**src/rtl/rxq_pkg.sv**
```systemverilog
`timescale 1ns/1ps
package rxq_pkg;

  localparam int BYTE_W = 8;
  localparam int LSR_W  = 5;

  typedef struct packed {
    logic brk;
    logic frm;
    logic par;
  } rxq_tag_t;

  typedef struct packed {
    rxq_tag_t             tag;
    logic [BYTE_W-1:0]    data;
  } rxq_entry_t;

  localparam int ENTRY_W = $bits(rxq_entry_t);

  // Number of characters the store may hold in the selected mode.
  function automatic int unsigned rxq_cap(input logic queue_mode, input int unsigned depth);
    return queue_mode ? depth : 32'd1;
  endfunction

  // Line-status word: {brk, frm, par, overrun, ready}; tags shown only while ready.
  function automatic logic [LSR_W-1:0] rxq_lsr(input logic ready, input logic ovr, input rxq_tag_t t);
    logic [2:0] shown;
    shown = ready ? {t.brk, t.frm, t.par} : 3'b000;
    return {shown, ovr, ready};
  endfunction

endpackage

```
**src/rtl/rxq_ctrl.sv**
```systemverilog
`timescale 1ns/1ps
module rxq_ctrl #(
  parameter int DEPTH = 64,
  localparam int PTR_W = $clog2(DEPTH),
  localparam int CNT_W = $clog2(DEPTH) + 1
) (
  input  logic             clk,
  input  logic             rst_n,
  input  logic             fifo_en,
  input  logic             wr_valid,
  input  logic             rd_req,
  output logic [PTR_W-1:0] wr_ptr,
  output logic [PTR_W-1:0] rd_ptr,
  output logic             push,
  output logic             pop,
  output logic             ovr_evt,
  output logic             empty,
  output logic             mode_flip
);
  import rxq_pkg::*;

  logic             en_q;
  logic [CNT_W-1:0] count_q;
  logic [CNT_W-1:0] cap_w;
  logic             full;

  function automatic logic [PTR_W-1:0] ptr_inc(input logic [PTR_W-1:0] p);
    return (p == PTR_W'(DEPTH - 1)) ? '0 : p + PTR_W'(1);
  endfunction

  assign cap_w     = CNT_W'(rxq_cap(fifo_en, DEPTH));
  assign mode_flip = fifo_en ^ en_q;
  assign empty     = (count_q == '0);
  assign full      = (count_q >= cap_w);
  assign pop       = rd_req && !empty && !mode_flip;
  assign push      = wr_valid && !mode_flip && (!full || pop);
  assign ovr_evt   = wr_valid && !mode_flip && !push;

  always_ff @(posedge clk or negedge rst_n) begin
    if (!rst_n) begin
      en_q    <= 1'b0;
      count_q <= '0;
      wr_ptr  <= '0;
      rd_ptr  <= '0;
    end else begin
      en_q <= fifo_en;
      if (mode_flip) begin
        count_q <= '0;
        wr_ptr  <= '0;
        rd_ptr  <= '0;
      end else begin
        if (push) wr_ptr <= ptr_inc(wr_ptr);
        if (pop)  rd_ptr <= ptr_inc(rd_ptr);
        count_q <= count_q + CNT_W'(push) - CNT_W'(pop);
      end
    end
  end

  // occupancy never exceeds the capacity of the current mode
  a_r2_count_bound: assert property (@(posedge clk) disable iff (!rst_n)
    !mode_flip |-> (count_q <= cap_w));

  // a mode change leaves the store empty
  a_r10_flip_empties: assert property (@(posedge clk) disable iff (!rst_n)
    mode_flip |=> empty);

  // a read of a waiting character moves the read side
  a_r3_pop_moves: assert property (@(posedge clk) disable iff (!rst_n)
    pop |=> (rd_ptr != $past(rd_ptr)));

  // reading an empty store moves nothing
  a_r9_empty_read_still: assert property (@(posedge clk) disable iff (!rst_n)
    (rd_req && empty && !mode_flip) |=> $stable(rd_ptr));

  // a full store with a read accepts the arrival
  a_r11_full_swap: assert property (@(posedge clk) disable iff (!rst_n)
    (wr_valid && rd_req && !empty && !mode_flip) |-> !ovr_evt);

endmodule

```
**src/rtl/rxq_mem.sv**
```systemverilog
`timescale 1ns/1ps
module rxq_mem #(
  parameter int DEPTH = 64,
  localparam int PTR_W = $clog2(DEPTH)
) (
  input  logic                clk,
  input  logic                we,
  input  logic [PTR_W-1:0]    waddr,
  input  rxq_pkg::rxq_entry_t wentry,
  input  logic [PTR_W-1:0]    raddr,
  output rxq_pkg::rxq_entry_t rentry
);
  import rxq_pkg::*;

  rxq_entry_t       slot_q [DEPTH];
  logic [DEPTH-1:0] slot_we;

  for (genvar i = 0; i < DEPTH; i++) begin : g_dec
    assign slot_we[i] = we && (waddr == PTR_W'(i));
  end

  always_ff @(posedge clk) begin
    for (int i = 0; i < DEPTH; i++) begin
      if (slot_we[i]) slot_q[i] <= wentry;
    end
  end

  assign rentry = slot_q[raddr];

  // at most one slot written per cycle
  a_r2_one_slot: assert property (@(posedge clk) $onehot0(slot_we));

endmodule

```
**src/rtl/rxq_status.sv**
```systemverilog
`timescale 1ns/1ps
module rxq_status (
  input  logic                            clk,
  input  logic                            rst_n,
  input  logic                            pop,
  input  logic                            empty,
  input  logic                            ovr_evt,
  input  logic                            stat_rd,
  input  rxq_pkg::rxq_entry_t             head,
  output logic [rxq_pkg::BYTE_W-1:0]      hold_data,
  output logic [rxq_pkg::LSR_W-1:0]       line_status
);
  import rxq_pkg::*;

  logic [BYTE_W-1:0] last_q;
  logic              ovr_q;

  always_ff @(posedge clk or negedge rst_n) begin
    if (!rst_n) begin
      last_q <= '0;
      ovr_q  <= 1'b0;
    end else begin
      if (pop) last_q <= head.data;
      if (ovr_evt)      ovr_q <= 1'b1;
      else if (stat_rd) ovr_q <= 1'b0;
    end
  end

  assign hold_data   = empty ? last_q : head.data;
  assign line_status = rxq_lsr(!empty, ovr_q, head.tag);

  // a discarded arrival raises overrun
  a_r6_ovr_sets: assert property (@(posedge clk) disable iff (!rst_n)
    ovr_evt |=> line_status[1]);

  // a status read without a discard clears overrun
  a_r7_ovr_clears: assert property (@(posedge clk) disable iff (!rst_n)
    (stat_rd && !ovr_evt) |=> !line_status[1]);

  // while nothing waits, the presented character does not change
  a_r9_hold_kept: assert property (@(posedge clk) disable iff (!rst_n)
    ($past(empty) && empty) |-> $stable(hold_data));

  // tags are hidden when nothing waits
  a_r4_tags_quiet: assert property (@(posedge clk) disable iff (!rst_n)
    empty |-> (line_status[4:2] == 3'b000));

endmodule

```
**src/rtl/rx_tagged_queue.sv**
```systemverilog
`timescale 1ns/1ps
module rx_tagged_queue #(
  parameter int DEPTH = 64,
  localparam int PTR_W = $clog2(DEPTH)
) (
  input  logic                       clk,
  input  logic                       rst_n,
  input  logic                       fifo_en,
  input  logic                       rx_valid,
  input  logic [rxq_pkg::BYTE_W-1:0] rx_byte,
  input  logic                       rx_parity_err,
  input  logic                       rx_frame_err,
  input  logic                       rx_break,
  input  logic                       host_rd_data,
  input  logic                       host_rd_status,
  output logic [rxq_pkg::BYTE_W-1:0] hold_data,
  output logic [rxq_pkg::LSR_W-1:0]  line_status
);
  import rxq_pkg::*;

  logic [PTR_W-1:0] wr_ptr;
  logic [PTR_W-1:0] rd_ptr;
  logic             push_evt;
  logic             pop_evt;
  logic             ovr_evt;
  logic             empty;
  logic             mode_flip;
  rxq_entry_t       in_entry;
  rxq_entry_t       head_entry;

  assign in_entry.data    = rx_byte;
  assign in_entry.tag.par = rx_parity_err;
  assign in_entry.tag.frm = rx_frame_err;
  assign in_entry.tag.brk = rx_break;

  rxq_ctrl #(.DEPTH(DEPTH)) u_ctrl (
    .clk       (clk),
    .rst_n     (rst_n),
    .fifo_en   (fifo_en),
    .wr_valid  (rx_valid),
    .rd_req    (host_rd_data),
    .wr_ptr    (wr_ptr),
    .rd_ptr    (rd_ptr),
    .push      (push_evt),
    .pop       (pop_evt),
    .ovr_evt   (ovr_evt),
    .empty     (empty),
    .mode_flip (mode_flip)
  );

  rxq_mem #(.DEPTH(DEPTH)) u_mem (
    .clk    (clk),
    .we     (push_evt),
    .waddr  (wr_ptr),
    .wentry (in_entry),
    .raddr  (rd_ptr),
    .rentry (head_entry)
  );

  rxq_status u_stat (
    .clk         (clk),
    .rst_n       (rst_n),
    .pop         (pop_evt),
    .empty       (empty),
    .ovr_evt     (ovr_evt),
    .stat_rd     (host_rd_status),
    .head        (head_entry),
    .hold_data   (hold_data),
    .line_status (line_status)
  );

  // data ready follows occupancy one edge after a push into an empty store
  a_r5_ready_after_push: assert property (@(posedge clk) disable iff (!rst_n)
    (push_evt && !pop_evt) |=> line_status[0]);

  // nothing is stored or taken in a mode-change cycle
  a_r10_flip_quiet: assert property (@(posedge clk) disable iff (!rst_n)
    mode_flip |-> (!push_evt && !pop_evt && !ovr_evt));

endmodule

```
**config.mk**
```make
export PLATFORM = sky130hd
export DESIGN_NAME = rx_tagged_queue
export DESIGN_NICKNAME = d
export VERILOG_FILES = /design/src/rtl/rxq_pkg.sv /design/src/rtl/rxq_ctrl.sv /design/src/rtl/rxq_mem.sv /design/src/rtl/rxq_status.sv /design/src/rtl/rx_tagged_queue.sv
export SDC_FILE = /design/constraint.sdc
export NUM_CORES = 1
export LEC_CHECK = 0
export BUFFER_PORTS_ARGS = -buffer_cell sky130_fd_sc_hd__buf_2
export CORE_ASPECT_RATIO = 1.4
export CORE_UTILIZATION = 60
export DETAILED_ROUTE_END_ITERATION = 10
export PLACE_DENSITY = 0.76
export SLEW_MARGIN = 20
export SYNTH_ARGS = -nofsm -noshare
export SYNTH_HDL_FRONTEND = slang
export SYNTH_SLANG_ARGS = --single-unit
```
**constraint.sdc**
```tcl
create_clock -name clk -period 7.7 [get_ports clk]
set_input_delay 1.925 -clock clk [delete_from_list [all_inputs] [get_ports clk]]
set_output_delay 1.925 -clock clk [all_outputs]
set_load 0.05 [all_outputs]
```
==> After elaboration in Yosys (flattened, before gate mapping) <==
Memory sizes are Yosys's and may differ from the RTL's.
Cells that the tools add are included.
W data, S select, Z words.
{ "op_classes": {"addsub": 4, "mux": 329, "n_eq_ne": 64, "magnitude_cmp": 1, "n_reduce_logical": 142, "n_bitwise": 1} }
{ "op_table": {"columns": ["cell", "count"], "rows": [
  ["$mux W11", 63],
  ["$reduce_or A11 Y1", 63],
  ["$mux W6", 69],
  ["$eq A6 B6 Y1 const B", 33],
  ["$mux W1", 193],
  ["$eq A6 B5 Y1 const B", 16],
  ["$logic_and A1 B1 Y1", 69],
  ["$eq A6 B4 Y1 const B", 8],
  ["$eq A6 B3 Y1 const B", 4],
  ["$mux W7", 2],
  ["$add A6 B1 Y6 const B", 2],
  ["$eq A6 B2 Y1 const B", 2],
  ["$mux W8", 1],
  ["$add A7 B1 Y7", 1],
  ["$ge A7 B7 Y1", 1],
  ["$logic_not A7 Y1", 1],
  ["$sub A7 B1 Y7", 1],
  ["$eq A6 B1 Y1 const B", 1],
  ["$logic_not A6 Y1", 1],
  ["$reduce_bool A2 Y1", 3],
  ["$logic_not A1 Y1", 4],
  ["$mux W3", 1],
  ["$logic_or A1 B1 Y1", 1],
  ["$xor A1 B1 Y1", 1]
]} }
{ "totals": {"mem_bits_rw": 704, "register_bits": 29, "memories": 1, "elab_cells": 548} }
{ "mem_list": {"columns": ["name", "depth", "word_bits", "read_ports", "rd_clocked_by_memory_dff", "wr", "line_no", "text"], "rows": [
  ["u_mem.slot_q", 64, 11, 1, 0, 1, "rxq_mem.sv:15", "rxq_entry_t slot_q [DEPTH];"]
]} }

==> Depth between registers and ports, before layout <==
{ "logic_depth": {"depth_word": 73, "depth_mapped": 17, "mapped_depth_nobuf": 16} }

==> Cells and area by module <==
A second synthesis with hierarchy kept.
{ "hier_totals": {"hier_cells": 1426, "area_unflattened_um2": 29171.7} }
{ "by_module_without_submodules": {"columns": ["module", "seq_area_each_um2", "cells_each", "n_inst", "area_each_um2"], "rows": [
  ["rxq_mem", 21140.3, 1251, 1, 27294.9],
  ["rxq_ctrl", 500.5, 141, 1, 1377.6],
  ["rxq_status", 225.2, 34, 1, 499.2]
]} }

==> Worst setup path after synthesis <==
OpenSTA, ideal clock, no wires.
{ "synth_timing": {"kind": "input to register", "startpoint": "input port fifo_en", "endpoint": "register u_ctrl.count_q[6]", "t_required_ns": 7.622, "path_stages": 17, "slack_ns": 2.988, "t_arrival_ns": 4.634, "setup_time_ns": 0.078, "cell_sequence": "inv_1 -> ha_1 -> a21bo_2 -> a41oi_1 -> o21ai_2 -> and2_1 -> buf_2 -> nand2_1 -> nand2_1 -> ha_1 -> fa_1 -> nor2b_1 -> o21a_1 -> o21bai_1 -> a21oi_1 -> or3_1 -> a21oi_1"} }
{ "synth_via": {"elab_chain_len": 8, "word_cells_on_any_way": 12, "classes_between": "add/sub (2); order compare (1); mux (2); bitwise (1); reduce/logical (6)"} }
{ "synth_lines": {"columns": ["item", "line_no", "text"], "rows": [
  ["start, declared", "rx_tagged_queue.sv:8", "input logic fifo_en,"],
  ["$mux W7 or $xor A1 B1 Y1 (tied branches)", "rxq_pkg.sv:22, rxq_ctrl.sv:32", null],
  ["$ge A7 B7 Y1 or $logic_not A1 Y1 (tied branches)", "rxq_ctrl.sv:34, rxq_ctrl.sv:35, rxq_ctrl.sv:36", null],
  ["$logic_not A1 Y1 or $logic_and A1 B1 Y1 (tied branches)", "rxq_ctrl.sv:36, rxq_ctrl.sv:35", null],
  ["$logic_or A1 B1 Y1", "rxq_ctrl.sv:36", "assign push = wr_valid && !mode_flip && (!full || pop);"],
  ["$logic_and A1 B1 Y1", "rxq_ctrl.sv:36", null],
  ["$add A7 B1 Y7", "rxq_ctrl.sv:54", "count_q <= count_q + CNT_W'(push) - CNT_W'(pop);"],
  ["$sub A7 B1 Y7", "rxq_ctrl.sv:54", null],
  ["$mux W7 *", "rxq_ctrl.sv:47", "if (mode_flip) begin"],
  ["end signal, assigned", "rxq_ctrl.sv:54", null],
  ["end, declared", "rxq_ctrl.sv:23", "logic [CNT_W-1:0] count_q;"]
]} }
Every way passes the cells marked *; elsewhere a longest branch is shown, timed or not.
A chain may end at the register's enable or synchronous reset.

==> Worst setup path after layout <==
{ "layout_timing": {"startpoint": "register u_ctrl.rd_ptr[2]", "endpoint": "output port hold_data[1] (netlist name)"} }
{ "layout_via": {"elab_chain_len": 2} }
{ "layout_lines": {"columns": ["item", "line_no", "text"], "rows": [
  ["start, declared", "rxq_ctrl.sv:13", "output logic [PTR_W-1:0] rd_ptr,"],
  ["start signal, assigned", "rxq_ctrl.sv:53", "if (pop) rd_ptr <= ptr_inc(rd_ptr);"],
  ["$mem_v2 Z64 W11", null, null],
  ["$mux W8", "rxq_status.sv:29", "assign hold_data = empty ? last_q : head.data;"],
  ["end, declared", "rx_tagged_queue.sv:16", "output logic [rxq_pkg::BYTE_W-1:0] hold_data,"]
]} }
No other way between the ends.

==> summary.log <==
qor: worst_setup_path.worst_reg_to_reg_setup_slack 3.97 ns
qor: yosys.postSynth.asyncResetShare 3.96%
qor: routing.post-route-drc-count 0
qor: yosys.post-synth-top-area-cell sky130_fd_sc_hd__edfxtp_1
qor: die.floorplan.die.width 189 um
qor: yosys.postSynthRegisterBits 733
qor: final_layout.stdcell_count 2289
qor: global_routing.grt_antenna_before_repair 2
qor: yosys.synth-main-ff-cell sky130_fd_sc_hd__edfxtp_1
qor: worst_setup_path.timing.critical_path.fanout_max 58
qor: final_layout.num-fill-cells 2989
qor: final_layout.final_cell_mix sky130_fd_sc_hd__edfxtp_1, sky130_fd_sc_hd__mux2i_1, sky130_fd_sc_hd__mux4_2
qor: global_routing.grt_first_pass_wirelength 98800 um
qor: yosys.synth_top_area_share 72.3%
qor: clock_network.num_clock_sinks 733
qor: worst_setup_path.criticalPathCategory flop to output pin
qor: final_layout.sequential_cell_area_in_the_final_layout 21900 um^2
qor: global_routing.grt_start_max_net_pins 65
qor: sta.timing.final.crit_period 6.08 ns
qor: worst_setup_path.crit_arrival 4.15 ns
qor: die.io-pin-count 30
qor: sta.final_min_period_over_clock_period 79.0%
qor: worst_setup_path.setup.worst_path.end_class output pin
qor: clock_network.clk_transition_reported_paths 0.06 ns
qor: final_layout.insertedDiodeCount 0
qor: routing.drt-pass1-iter-count 5
qor: global_routing.grt_pass1_vias 15200
qor: outcome.status finished, final reports clean
qor: global_routing.gr-total-overflow 0
qor: clock_network.ctsRootBufferMaster sky130_fd_sc_hd__clkbuf_16
qor: routing.drt_wl_total 67000 um
qor: pwr.cellLeakagePower 9.89 nW
qor: job.max_cap_violations 0
qor: clock_network.cts.hold.buffers_added 0
qor: worst_setup_path.crit_path_top_delay_cell sky130_fd_sc_hd__dfrtp_4
qor: sta.setup_violations 0
qor: sta.rsz_0062_raised_after_global_routing no
qor: sta.tightestPinTransition 1.17 ns
qor: place.hpwlAfterDp 39900 um
qor: sta.totalNegativeSetupSlack 0 ns
qor: clock_network.cts.repair.resized 0
qor: clock_network.clock_path_buffers 3
qor: clock_network.insertion_delay 0.60 ns
qor: hold_path.hold_path_class flop to flop
qor: clock_network.cts-buffers-inserted 66
qor: final_layout.design.final.nets 1649
qor: sta.final_hold_viol_count 0
qor: final_layout.multi_input_gate_area 6880 um^2
qor: worst_setup_path.required 5.78 ns
qor: yosys.count_of_different_cell_masters_after_synthesis 58
qor: global_routing.gr-usage-all-layers 27.6%
qor: place.input_output_buffers 29
qor: place.dp_cells 2174
qor: die.std_cell_rows 95
qor: yosys.ys.warnings.count 0
qor: final_layout.layout_commonest_cell sky130_fd_sc_hd__edfxtp_1
qor: sta.clock_skew 0.0213 ns
qor: pwr.worst_ir_drop_vdd 0.000287 V
qor: worst_setup_path.critical-path-max-stage-delay 0.94 ns
qor: final_layout.final_layout_size_suffix_gt1_share 20.0%
qor: routing.drt_iter0_markers 1925
qor: die.die_h 263 um
qor: routing.route.vias.total 15200
qor: yosys.edff_count_synth 704
qor: place.routabilityCongestion 0.890
qor: die.core_region_area 48000 um^2
qor: routing.vias_per_cell 6.63
qor: pwr.ratio_of_total_power_to_cell_area 284 nW/um^2
qor: clock_network.cts_tree built
qor: clock_network.cts.htree.levels 3
qor: yosys.synthTopCellsByArea sky130_fd_sc_hd__edfxtp_1, sky130_fd_sc_hd__mux4_2, sky130_fd_sc_hd__mux2i_1
qor: final_layout.area_growth 10.6%
qor: yosys.synth_seq_area_share 74.8%
qor: sta.relSlewSlack 21.9%
qor: yosys.post_synth.cell_area_avg 18.8 um^2
qor: routing.post_drt_wl_per_cell 29.3 um
qor: sta.slew_viol_final 0
qor: routing.ant_nets 0
qor: yosys.syn-cell-area 29200 um^2
qor: worst_setup_path.path_cells buf_12, mux2i_1, a22oi_1, nand3_1, a41oi_1, nor3_1, o21ai_1, buf_2
qor: worst_setup_path.worstSetupStartpointType flop
qor: die.start_util 60.9%
qor: yosys.synthesis.nets 1592
qor: place.placed_area 30100 um^2
qor: die.fp.dieArea 49600 um^2
qor: clock_network.cts_setup_buffers 0
qor: final_layout.finalInstanceArea 32300 um^2
qor: yosys.syn_inst 1556
qor: sta.max_freq 164 MHz
[cell type report]
class                      count  share of cell area [%]
clock buffer                  81                    5.41
clock inverter                33                    1.37
inverter                      15                   0.174
multi-input combinational    723                    21.3
sequential                   733                    67.7
tap                          630                    2.44
timing repair buffer          74                    1.64
[stage by stage]
stage	utilization, %	hold WS [ns]	total power [mW]	worst slack [ns]
after floorplan	-	0.451	5.52	2.99
after global placement	62.6	0.462	5.89	2.34
after detailed placement	62.6	0.499	5.92	2.30
after CTS	67.2	0.513	9.20	1.65
after global routing	67.3	0.539	9.43	1.46
final	67.3	0.512	9.17	1.62
[cells in the mapped netlist, types with 12 or more instances]
| cell | number |
|---|---|
| sky130_fd_sc_hd__a21oi_1 | 37 |
| sky130_fd_sc_hd__a22oi_1 | 90 |
| sky130_fd_sc_hd__buf_2 | 30 |
| sky130_fd_sc_hd__buf_4 | 21 |
| sky130_fd_sc_hd__buf_6 | 12 |
| sky130_fd_sc_hd__clkbuf_1 | 15 |
| sky130_fd_sc_hd__dfrtp_1 | 29 |
| sky130_fd_sc_hd__edfxtp_1 | 704 |
| sky130_fd_sc_hd__ha_1 | 18 |
| sky130_fd_sc_hd__inv_1 | 15 |
| sky130_fd_sc_hd__mux2i_1 | 141 |
| sky130_fd_sc_hd__mux4_2 | 118 |
| sky130_fd_sc_hd__nand2_1 | 71 |
| sky130_fd_sc_hd__nand3_1 | 38 |
| sky130_fd_sc_hd__nor2_1 | 95 |
| sky130_fd_sc_hd__o21ai_1 | 17 |
[critical path: cells and delay by family, from the launching register on]
kind	cells	cell delay, ns
muxes	1	0.17
AOI/OAI and AO/OA	3	1.28
DFF	1	0.94
and+or+nand+nor	2	0.34
buffers and inverters	2	0.73
[flip-flops by register name, indices dropped and copies added, names as in the netlist]
name	flops
u_ctrl.rd_ptr	6
u_ctrl.en_q	1
u_ctrl.count_q	7
u_ctrl.wr_ptr	6
u_stat.ovr_q	1
u_stat.last_q	8
u_mem.slot_q	704
[worst paths after layout]
kind                                   start                  end  depth (start not counted)
setup / recovery            u_ctrl.rd_ptr[2]         hold_data[1]                          8
hold / removal              u_stat.last_q[0]     u_stat.last_q[0]                          2
setup reg to reg           u_ctrl.count_q[0]  u_mem.slot_q[36][4]                          8
hold reg to reg             u_stat.last_q[0]     u_stat.last_q[0]                          2
max in group asynchronous              rst_n     u_ctrl.rd_ptr[0]                          1
min in group asynchronous              rst_n         u_stat.ovr_q                          1
[cell families (layout without fill, tap and decap cells)]
group / after synthesis / in the layout / synth area share [%]
AND/OR/NAND/NOR: 262 / 262 / 4.09
adder cells (fa/ha/maj): 19 / 19 / 0.839
flip-flops: 733 / 733 / 74.8
buffers and inverters: 100 / 203 / 1.99
AO/OA/AOI/OAI: 174 / 174 / 4.02
multiplexers: 262 / 262 / 14.1
XOR/XNOR: 6 / 6 / 0.205
[routing by layer]
metal  global-route usage (%)  up-vias  wire, um
li1                         -     6359         -
met5                        0        -        22
met1                     36.9     7747     24400
met3                     4.53      188      5910
met2                     44.4      875     33300
met4                     13.7        4      3330
[power by group]
part	total (mW)	internal [mW]	switching (mW)
logic	1.34	0.454	0.881
clock network	3.31	1.88	1.43
registers	4.52	4.42	0.0981
(Power assumes the default switching activity.)
